## src/rtl/sc_pkg.sv

```systemverilog
package sc_pkg;
  localparam logic [5:0] OP_RTYPE = 6'b000000;
  localparam logic [5:0] OP_LOAD  = 6'b100011;
  localparam logic [5:0] OP_STORE = 6'b101011;
  localparam logic [5:0] OP_BEQ   = 6'b000100;
  localparam logic [5:0] OP_JUMP  = 6'b000010;

  localparam logic [5:0] FN_ADD = 6'b100000;
  localparam logic [5:0] FN_SUB = 6'b100010;
  localparam logic [5:0] FN_AND = 6'b100100;
  localparam logic [5:0] FN_OR  = 6'b100101;
  localparam logic [5:0] FN_SLT = 6'b101010;

  typedef enum logic [2:0] {
    ALU_ADD, ALU_SUB, ALU_AND, ALU_OR, ALU_SLT
  } aluSel_e;

  typedef struct packed {
    logic    regWrite;
    logic    dstIsRd;
    logic    srcIsImm;
    logic    memWrite;
    logic    loadToReg;
    logic    branch;
    logic    jump;
    aluSel_e aluSel;
  } ctrlStrobes_t;
endpackage

```

## src/rtl/sc_ctrl.sv

```systemverilog
module sc_ctrl
  import sc_pkg::*;
(
  input  logic [5:0]   opcode,
  input  logic [5:0]   funct,
  output ctrlStrobes_t strb
);
  logic [1:0] aluOp;
  logic       functOk;
  aluSel_e    fnSel;

  // operation class from the opcode
  always_comb begin
    strb  = '0;
    aluOp = 2'b00;
    case (opcode)
      OP_RTYPE: begin
        aluOp        = 2'b10;
        strb.dstIsRd = 1'b1;
        strb.regWrite = functOk;
      end
      OP_LOAD: begin
        strb.regWrite  = 1'b1;
        strb.srcIsImm  = 1'b1;
        strb.loadToReg = 1'b1;
      end
      OP_STORE: begin
        strb.srcIsImm = 1'b1;
        strb.memWrite = 1'b1;
      end
      OP_BEQ: begin
        aluOp       = 2'b01;
        strb.branch = 1'b1;
      end
      OP_JUMP: strb.jump = 1'b1;
      default: ;
    endcase
    case (aluOp)
      2'b01:   strb.aluSel = ALU_SUB;
      2'b10:   strb.aluSel = fnSel;
      default: strb.aluSel = ALU_ADD;
    endcase
  end

  // function-field decode used when the class defers to it
  always_comb begin
    functOk = 1'b1;
    fnSel   = ALU_ADD;
    case (funct)
      FN_ADD:  fnSel = ALU_ADD;
      FN_SUB:  fnSel = ALU_SUB;
      FN_AND:  fnSel = ALU_AND;
      FN_OR:   fnSel = ALU_OR;
      FN_SLT:  fnSel = ALU_SLT;
      default: functOk = 1'b0;
    endcase
  end

  // the equality test relies on a subtract
  always_comb begin
    if (strb.branch) a_r6_branch_uses_sub: assert (strb.aluSel == ALU_SUB);
  end
endmodule

```

## src/rtl/sc_dpath.sv

```systemverilog
module sc_dpath
  import sc_pkg::*;
#(
  parameter int DATA_W = 32,
  parameter int REG_AW = 5
) (
  input  logic              clk,
  input  logic              rst,
  input  ctrlStrobes_t      strb,
  output logic [DATA_W-1:0] instrAddr,
  input  logic [DATA_W-1:0] instrData,
  output logic [DATA_W-1:0] dataAddr,
  output logic [DATA_W-1:0] dataWrData,
  input  logic [DATA_W-1:0] dataRdData
);
  localparam int REG_N = 1 << REG_AW;

  logic [DATA_W-1:0] pc, pcPlus4, pcNext, brTarget, jmpTarget;
  logic [DATA_W-1:0] regs [REG_N];
  logic [REG_AW-1:0] rsAddr, rtAddr, wrAddr;
  logic [DATA_W-1:0] rsData, rtData, wrData, immExt, srcB, aluRes;
  logic              aluZero;

  assign rsAddr = instrData[25:21];
  assign rtAddr = instrData[20:16];
  assign immExt = {{(DATA_W-16){instrData[15]}}, instrData[15:0]};

  // register file: combinational read, edge write, entry 0 fixed at zero
  assign rsData = (rsAddr == '0) ? '0 : regs[rsAddr];
  assign rtData = (rtAddr == '0) ? '0 : regs[rtAddr];
  assign wrAddr = strb.dstIsRd ? instrData[15:11] : rtAddr;
  assign wrData = strb.loadToReg ? dataRdData : aluRes;

  always_ff @(posedge clk) begin
    if (strb.regWrite && wrAddr != '0) regs[wrAddr] <= wrData;
  end

  // ALU
  assign srcB = strb.srcIsImm ? immExt : rtData;
  always_comb begin
    case (strb.aluSel)
      ALU_SUB: aluRes = rsData - srcB;
      ALU_AND: aluRes = rsData & srcB;
      ALU_OR:  aluRes = rsData | srcB;
      ALU_SLT: aluRes = {{(DATA_W-1){1'b0}}, $signed(rsData) < $signed(srcB)};
      default: aluRes = rsData + srcB;
    endcase
  end
  assign aluZero = (aluRes == '0);

  // next PC selection
  assign pcPlus4   = pc + DATA_W'(4);
  assign brTarget  = pcPlus4 + {immExt[DATA_W-3:0], 2'b00};
  assign jmpTarget = {pc[DATA_W-1:28], instrData[25:0], 2'b00};
  always_comb begin
    if (strb.jump)                  pcNext = jmpTarget;
    else if (strb.branch && aluZero) pcNext = brTarget;
    else                            pcNext = pcPlus4;
  end

  always_ff @(posedge clk) begin
    if (rst) pc <= '0;
    else     pc <= pcNext;
  end

  assign instrAddr  = pc;
  assign dataAddr   = aluRes;
  assign dataWrData = rtData;

  a_r1_reset_pc: assert property (@(posedge clk) rst |=> (instrAddr == '0));
  a_r2_sequential_step: assert property (@(posedge clk) disable iff (rst)
    (!strb.jump && !strb.branch) |=> (instrAddr == $past(instrAddr) + DATA_W'(4)));
  a_r6_taken_target: assert property (@(posedge clk) disable iff (rst)
    (strb.branch && rsData == rtData) |=>
      (instrAddr == $past(instrAddr) + DATA_W'(4) + {$past(immExt[DATA_W-3:0]), 2'b00}));
  a_r7_jump_target: assert property (@(posedge clk) disable iff (rst)
    strb.jump |=> (instrAddr[27:0] == {$past(instrData[25:0]), 2'b00}
                   && instrAddr[DATA_W-1:28] == $past(instrAddr[DATA_W-1:28])));
  a_r8_zero_source: assert property (@(posedge clk) disable iff (rst)
    (strb.memWrite && instrData[20:16] == 5'd0) |-> (dataWrData == '0));
  a_r10_store_only: assert property (@(posedge clk) disable iff (rst)
    strb.memWrite |-> (instrData[31:26] == OP_STORE));
  a_r5_store_no_reg: assert property (@(posedge clk) disable iff (rst)
    strb.memWrite |-> !strb.regWrite);
endmodule

```

## src/rtl/sc_core.sv

```systemverilog
module sc_core
  import sc_pkg::*;
#(
  parameter int DATA_W = 32,
  parameter int REG_AW = 5
) (
  input  logic              clk,
  input  logic              rst,
  output logic [DATA_W-1:0] instrAddr,
  input  logic [DATA_W-1:0] instrData,
  output logic [DATA_W-1:0] dataAddr,
  output logic [DATA_W-1:0] dataWrData,
  output logic              dataWe,
  input  logic [DATA_W-1:0] dataRdData
);
  ctrlStrobes_t strb;

  sc_ctrl u_ctrl (
    .opcode (instrData[31:26]),
    .funct  (instrData[5:0]),
    .strb   (strb)
  );

  sc_dpath #(.DATA_W(DATA_W), .REG_AW(REG_AW)) u_dpath (
    .clk        (clk),
    .rst        (rst),
    .strb       (strb),
    .instrAddr  (instrAddr),
    .instrData  (instrData),
    .dataAddr   (dataAddr),
    .dataWrData (dataWrData),
    .dataRdData (dataRdData)
  );

  assign dataWe = strb.memWrite;
endmodule

```

## config.mk

```make
export PLATFORM = sky130hd
export DESIGN_NAME = sc_core
export DESIGN_NICKNAME = d
export VERILOG_FILES = /design/src/rtl/sc_pkg.sv /design/src/rtl/sc_ctrl.sv /design/src/rtl/sc_dpath.sv /design/src/rtl/sc_core.sv
export SDC_FILE = /design/constraint.sdc
export NUM_CORES = 2
export LEC_CHECK = 0
export BUFFER_PORTS_ARGS = -buffer_cell sky130_fd_sc_hd__buf_2
export CORE_ASPECT_RATIO = 1.2
export CORE_MARGIN = 5
export CORE_UTILIZATION = 40
export DETAILED_ROUTE_END_ITERATION = 10
export HOLD_SLACK_MARGIN = 0.06
export SYNTH_ARGS = -nofsm -noshare
export SYNTH_HDL_FRONTEND = slang
export SYNTH_SLANG_ARGS = --single-unit
export TNS_END_PERCENT = 100
```

## constraint.sdc

```tcl
create_clock -name clk -period 11.4 [get_ports clk]
set_input_delay 2.28 -clock clk [delete_from_list [all_inputs] [get_ports clk]]
set_output_delay 2.28 -clock clk [all_outputs]
set_load 0.01 [all_outputs]
```

==> results_tabular.tex <==
\begin{tabular}{lr}
\hline
Metric & Value \\
\hline
\multicolumn{2}{l}{\textbf{Run status}} \\
Status & finished, final reports clean \\
\multicolumn{2}{l}{\textbf{STA}} \\
Final number of hold-violating endpoints & 0 \\
Final worst setup slack & 503.3 ps \\
Number of pins with negative max-slew slack in the final report & 0 \\
Final setup TNS & 0 ps \\
Final worst-path cycle share & 0.9558 \\
\# setup viols final & 0 \\
Clock Skews & between 40 and 50 ps \\
Post-layout min period & between 10,000 and 15,000 ps \\
Upper clock frequency limit & 91.77 MHz \\
Relative slew slack & 0.1684 \\
Transition time at the pin with the least slew margin & between 1000 and 1500 ps \\
Unrepaired setup endpoints after global routing & false \\
\multicolumn{2}{l}{\textbf{Clock tree}} \\
Post-CTS sizing & 0 \\
Count of clock tree sinks & between 1,000 and 1,500 \\
Root buffer selected by CTS & sky130\_fd\_sc\_hd\_\_clkbuf\_16 \\
Worst-case clock buffer depth & 3 \\
Number of buffers created by CTS & $\sim$110 \\
CTS tree & built \\
Clock latency reported for the late side of the worst-skew pair & $\sim$750 ps \\
Clock input transition at the sequential cells of the worst setup and hold paths & about 60 ps \\
Post-CTS setup-driven buffer insertion count & 0 \\
Number of levels the H-tree was split into & 3 \\
Hold buffers post-CTS & 0 \\
\multicolumn{2}{l}{\textbf{Setup path}} \\
Launching point of the worst reg2reg path & u\_dpath.regs[7][3] \\
List of cells traversed by the critical path & buf\_8 -> buf\_12 -> buf\_4 -> mux4\_2 -> a211o\_1 -> a21oi\_1 -> nor3\_1 -> mux2i\_1 -> ha\_1 -> o21ai\_0 -> o21ai\_1 -> o2111ai\_1 -> a211oi\_2 -> nor2\_1 -> o31ai\_1 -> a221oi\_1 -> o22ai\_1 -> buf\_2 \\
R2r endpoint & u\_dpath.instrAddr[20] \\
Delay-heaviest family, CP & compound AO/OA/AOI/OAI gates \\
CP arrival & roughly 8600 ps \\
Peak per-stage delay on the critical path & approximately 670 ps \\
CP Max Fanout & 55 \\
Cell with the largest stage delay on the worst path & sky130\_fd\_sc\_hd\_\_o22ai\_1 \\
Flop-to-flop setup slack & 3980 ps \\
Startpoint of the worst setup timing path & instrData[16] \\
WP buf/inv & 4 \\
Required time reported for the critical path endpoint & between 9000 and 10,000 ps \\
Cells on worst reg2reg path & 21 \\
Sort of element at the end of the critical path & output port \\
Nature of the critical path startpoint & input port \\
Critical path class & in -> out \\
\multicolumn{2}{l}{\textbf{Hold path}} \\
End point of the most critical hold path & u\_dpath.instrAddr[28] \\
Startpoint of the most critical hold path & u\_dpath.instrAddr[28] \\
Path class of the lowest-slack min-delay path & reg -> reg \\
Hold Path Cell Cnt & 2 \\
\multicolumn{2}{l}{\textbf{Drt}} \\
Via count normalized by instance count & about 6.5 \\
Number of violations reported at the end of detailed-routing iteration 0 & 4,761 \\
Wire length per cell after detailed routing & approximately 34 um \\
Routed via count & roughly 37,000 \\
Detail Route Antenna Nets & 0 \\
Drt drc & 0 \\
Detailed-router iteration count before antenna repair & 7 \\
Wirelength, routed & 191,800 um \\
\multicolumn{2}{l}{\textbf{Final layout}} \\
Area added between synthesis and finish & 12.78\% \\
Share of final-layout standard cells stronger than drive strength 1 & 0.3065 \\
Nets & a little under 4,000 \\
Finished Core Util & 0.4531 \\
\multicolumn{2}{l}{\textbf{Placed design}} \\
Pre-CTS setup slack & 670.1 ps \\
HPWL reported at the end of detailed placement & roughly 110,000 um \\
Gpl congestion & around 0.9 \\
PortBufs & 160 \\
\multicolumn{2}{l}{\textbf{Floorplanning}} \\
Floorplan row count & about 150 \\
I/O pin count & around 160 \\
Floorplan Core Area & 0.1411 mm\^{}2 \\
Die width & 353.7 um \\
Starting density of the core & 0.4017 \\
Die area & 0.1494 mm\^{}2 \\
Height of the die & roughly 420 um \\
\multicolumn{2}{l}{\textbf{Pwr}} \\
Switching power of the nets & a little under 0.003 W \\
Comb power frac & 0.198 \\
Part of the power in registers & 0.454 \\
Static power due to leakage & around 22 nW \\
P per Cell Area & 163.3 mW/mm\^{}2 \\
Proportion of total power due to net switching & 0.2850 \\
Peak supply drop & 118.9 uV \\
Cell Int Power & about 0.0075 W \\
Clk network pwr share & 0.347 \\
\multicolumn{2}{l}{\textbf{Yosys}} \\
Netlist cell types & a little over 90 \\
Commonest register cell after synthesis & sky130\_fd\_sc\_hd\_\_edfxtp\_1 \\
Mapped Avg Cell Area & about 16 um\^{}2 \\
Combined area of all synthesized cells & approximately 0.057 mm\^{}2 \\
Flop and latch count out of synthesis & around 1,100 \\
Ys async rst share & 0 \\
Total of warnings raised by yosys & 0 \\
Fraction of the yosys area taken by sequential cells & 0.5529 \\
Number of synthesized flops with an enable pin & $\sim$1,000 \\
Gate count after technology mapping & $\sim$3,600 \\
\multicolumn{2}{l}{\textbf{GRT}} \\
First-pass GRT wire length & $\sim$270,000 um \\
GRT Resource Usage Total & 0.2517 \\
Via count of the first global-routing pass & 36,330 \\
Largest net degree at the start of global routing & 90 \\
GRT Residual Overflow & 0 \\
Initial antenna violation count & 8 \\
\multicolumn{2}{l}{\textbf{Run}} \\
Number of max-cap violations & 0 \\
\hline
\end{tabular}
-- metrics by stage --
stage	instances	power, W	area [um^2]	hold slack [ps]
3_3_place_gp	5453	0.006852	60360	541.7
6_report	5651	0.01045	63940	556.4
5_1_grt	5650	0.01079	63940	589.1
4_1_cts	5650	0.01047	63940	563.6
2_1_floorplan	3583	0.006078	56820	536.7
3_5_place_dp	5453	0.006868	60360	553.5
-- cell usage after synthesis (all sizes together), types with 21 or more instances --
| cell | n | area (um^2) |
|---|---|---|
| a211o | 21 | 183.9 |
| a211oi | 53 | 407.9 |
| a21o | 47 | 352.8 |
| a21oi | 135 | 675.7 |
| a221oi | 45 | 400.4 |
| buf | 78 | 372.9 |
| clkbuf | 179 | 671.9 |
| dfxtp | 30 | 600.6 |
| edfxtp | 1024 | 30750 |
| ha | 129 | 1614 |
| inv | 117 | 439.2 |
| mux2 | 71 | 799.5 |
| mux2i | 129 | 1291 |
| mux4 | 556 | 12520 |
| nand2 | 125 | 469.2 |
| nand2b | 55 | 351.6 |
| nand3 | 38 | 190.2 |
| nor2 | 172 | 645.6 |
| nor2b | 23 | 143.9 |
| nor3 | 52 | 260.3 |
| o21ai | 81 | 405.4 |
| o221ai | 24 | 210.2 |
| o22ai | 41 | 256.5 |
| xnor2 | 38 | 332.8 |
-- final cells by class --
type	instances	area, um^2
sequential	1054	31350
tap	1836	2297
timing repair buffer	291	2006
multi-input combinational	2155	24260
clock inverter	71	749.5
clock buffer	126	2834
antenna	1	2.502
fill	12120	77190
inverter	117	439.2
-- worst max-delay path by stage --
stage | to | slack, ps | cells past startpoint
detailed placement | dataAddr[26] | 670 | 18
global placement | dataAddr[26] | 860 | 15
global route | dataAddr[26] | 220 | 18
finish | dataAddr[26] | 500 | 18
floorplan | dataAddr[26] | 1390 | 23
CTS | dataAddr[26] | 680 | 18
-- routing by layer --
metal,vias to the layer above,part of all wire,track usage
met4,0,0.032,0.08028
met3,313,0.10,0.05493
met2,2042,0.47,0.3995
li1,15020,-,-
met5,-,0,0
met1,19390,0.40,0.3489
-- placed cells by master (no fill, tap or decap), drive strengths merged, types with 41 or more instances in the layout --
cell type	netlist	routed
o22ai	41	41
buf	78	291
nor2	172	172
a21o	47	47
nor3	52	52
clkbuf	179	126
ha	129	129
inv	117	124
a221oi	45	45
edfxtp	1024	1024
a211oi	53	53
nand2b	55	55
mux4	556	556
o21ai	81	81
a21oi	135	135
clkinv	0	44
mux2	71	71
nand2	125	125
mux2i	129	129
-- worst register-to-register path, stage by stage (launching register included) --
cell and delay (ps):
sky130_fd_sc_hd__edfxtp_1 380, sky130_fd_sc_hd__mux4_2 490, sky130_fd_sc_hd__mux2_2 280, sky130_fd_sc_hd__a221oi_1 260
sky130_fd_sc_hd__nor2_1 70, sky130_fd_sc_hd__a21oi_1 180, sky130_fd_sc_hd__nor2_1 100, sky130_fd_sc_hd__mux2i_1 300
sky130_fd_sc_hd__ha_1 300, sky130_fd_sc_hd__inv_1 120, sky130_fd_sc_hd__a221o_1 350, sky130_fd_sc_hd__a211oi_1 560
sky130_fd_sc_hd__a2bb2oi_1 530, sky130_fd_sc_hd__a31o_2 230, sky130_fd_sc_hd__o221ai_1 110, sky130_fd_sc_hd__o21ai_0 920
sky130_fd_sc_hd__and4bb_1 370, sky130_fd_sc_hd__nor4b_4 510, sky130_fd_sc_hd__and3_2 440, sky130_fd_sc_hd__buf_4 390
sky130_fd_sc_hd__mux2i_1 140, sky130_fd_sc_hd__a211oi_1 290
-- flip-flops by register name, summed over array words and instances, names as in the netlist --
name / count
u_dpath.regs: 1024
u_dpath.instrAddr: 30
-- cells by family (layout without fill, tap and decap cells) --
group,after synthesis,count (layout),synth area share
simple gates,573,573,0.05016
compound gates,604,604,0.07477
other cells,1,35,0.00006614
xor+xnor,56,56,0.008651
fa+ha+maj,132,132,0.02953
flops,1054,1054,0.5529
mux,756,756,0.2577
buf+inv,374,605,0.02617
-- power by group through the flow --
stage / registers (W) / logic, W / clock network, W
after global routing: 0.00475 / 0.00220 / 0.00384
after detailed placement: 0.00483 / 0.00204 / 0
after global placement: 0.00483 / 0.00203 / 0
after floorplan: 0.00482 / 0.00126 / 0
after CTS: 0.00475 / 0.00204 / 0.00368
final: 0.00475 / 0.00207 / 0.00363
Power figures use the tool's default switching activity.
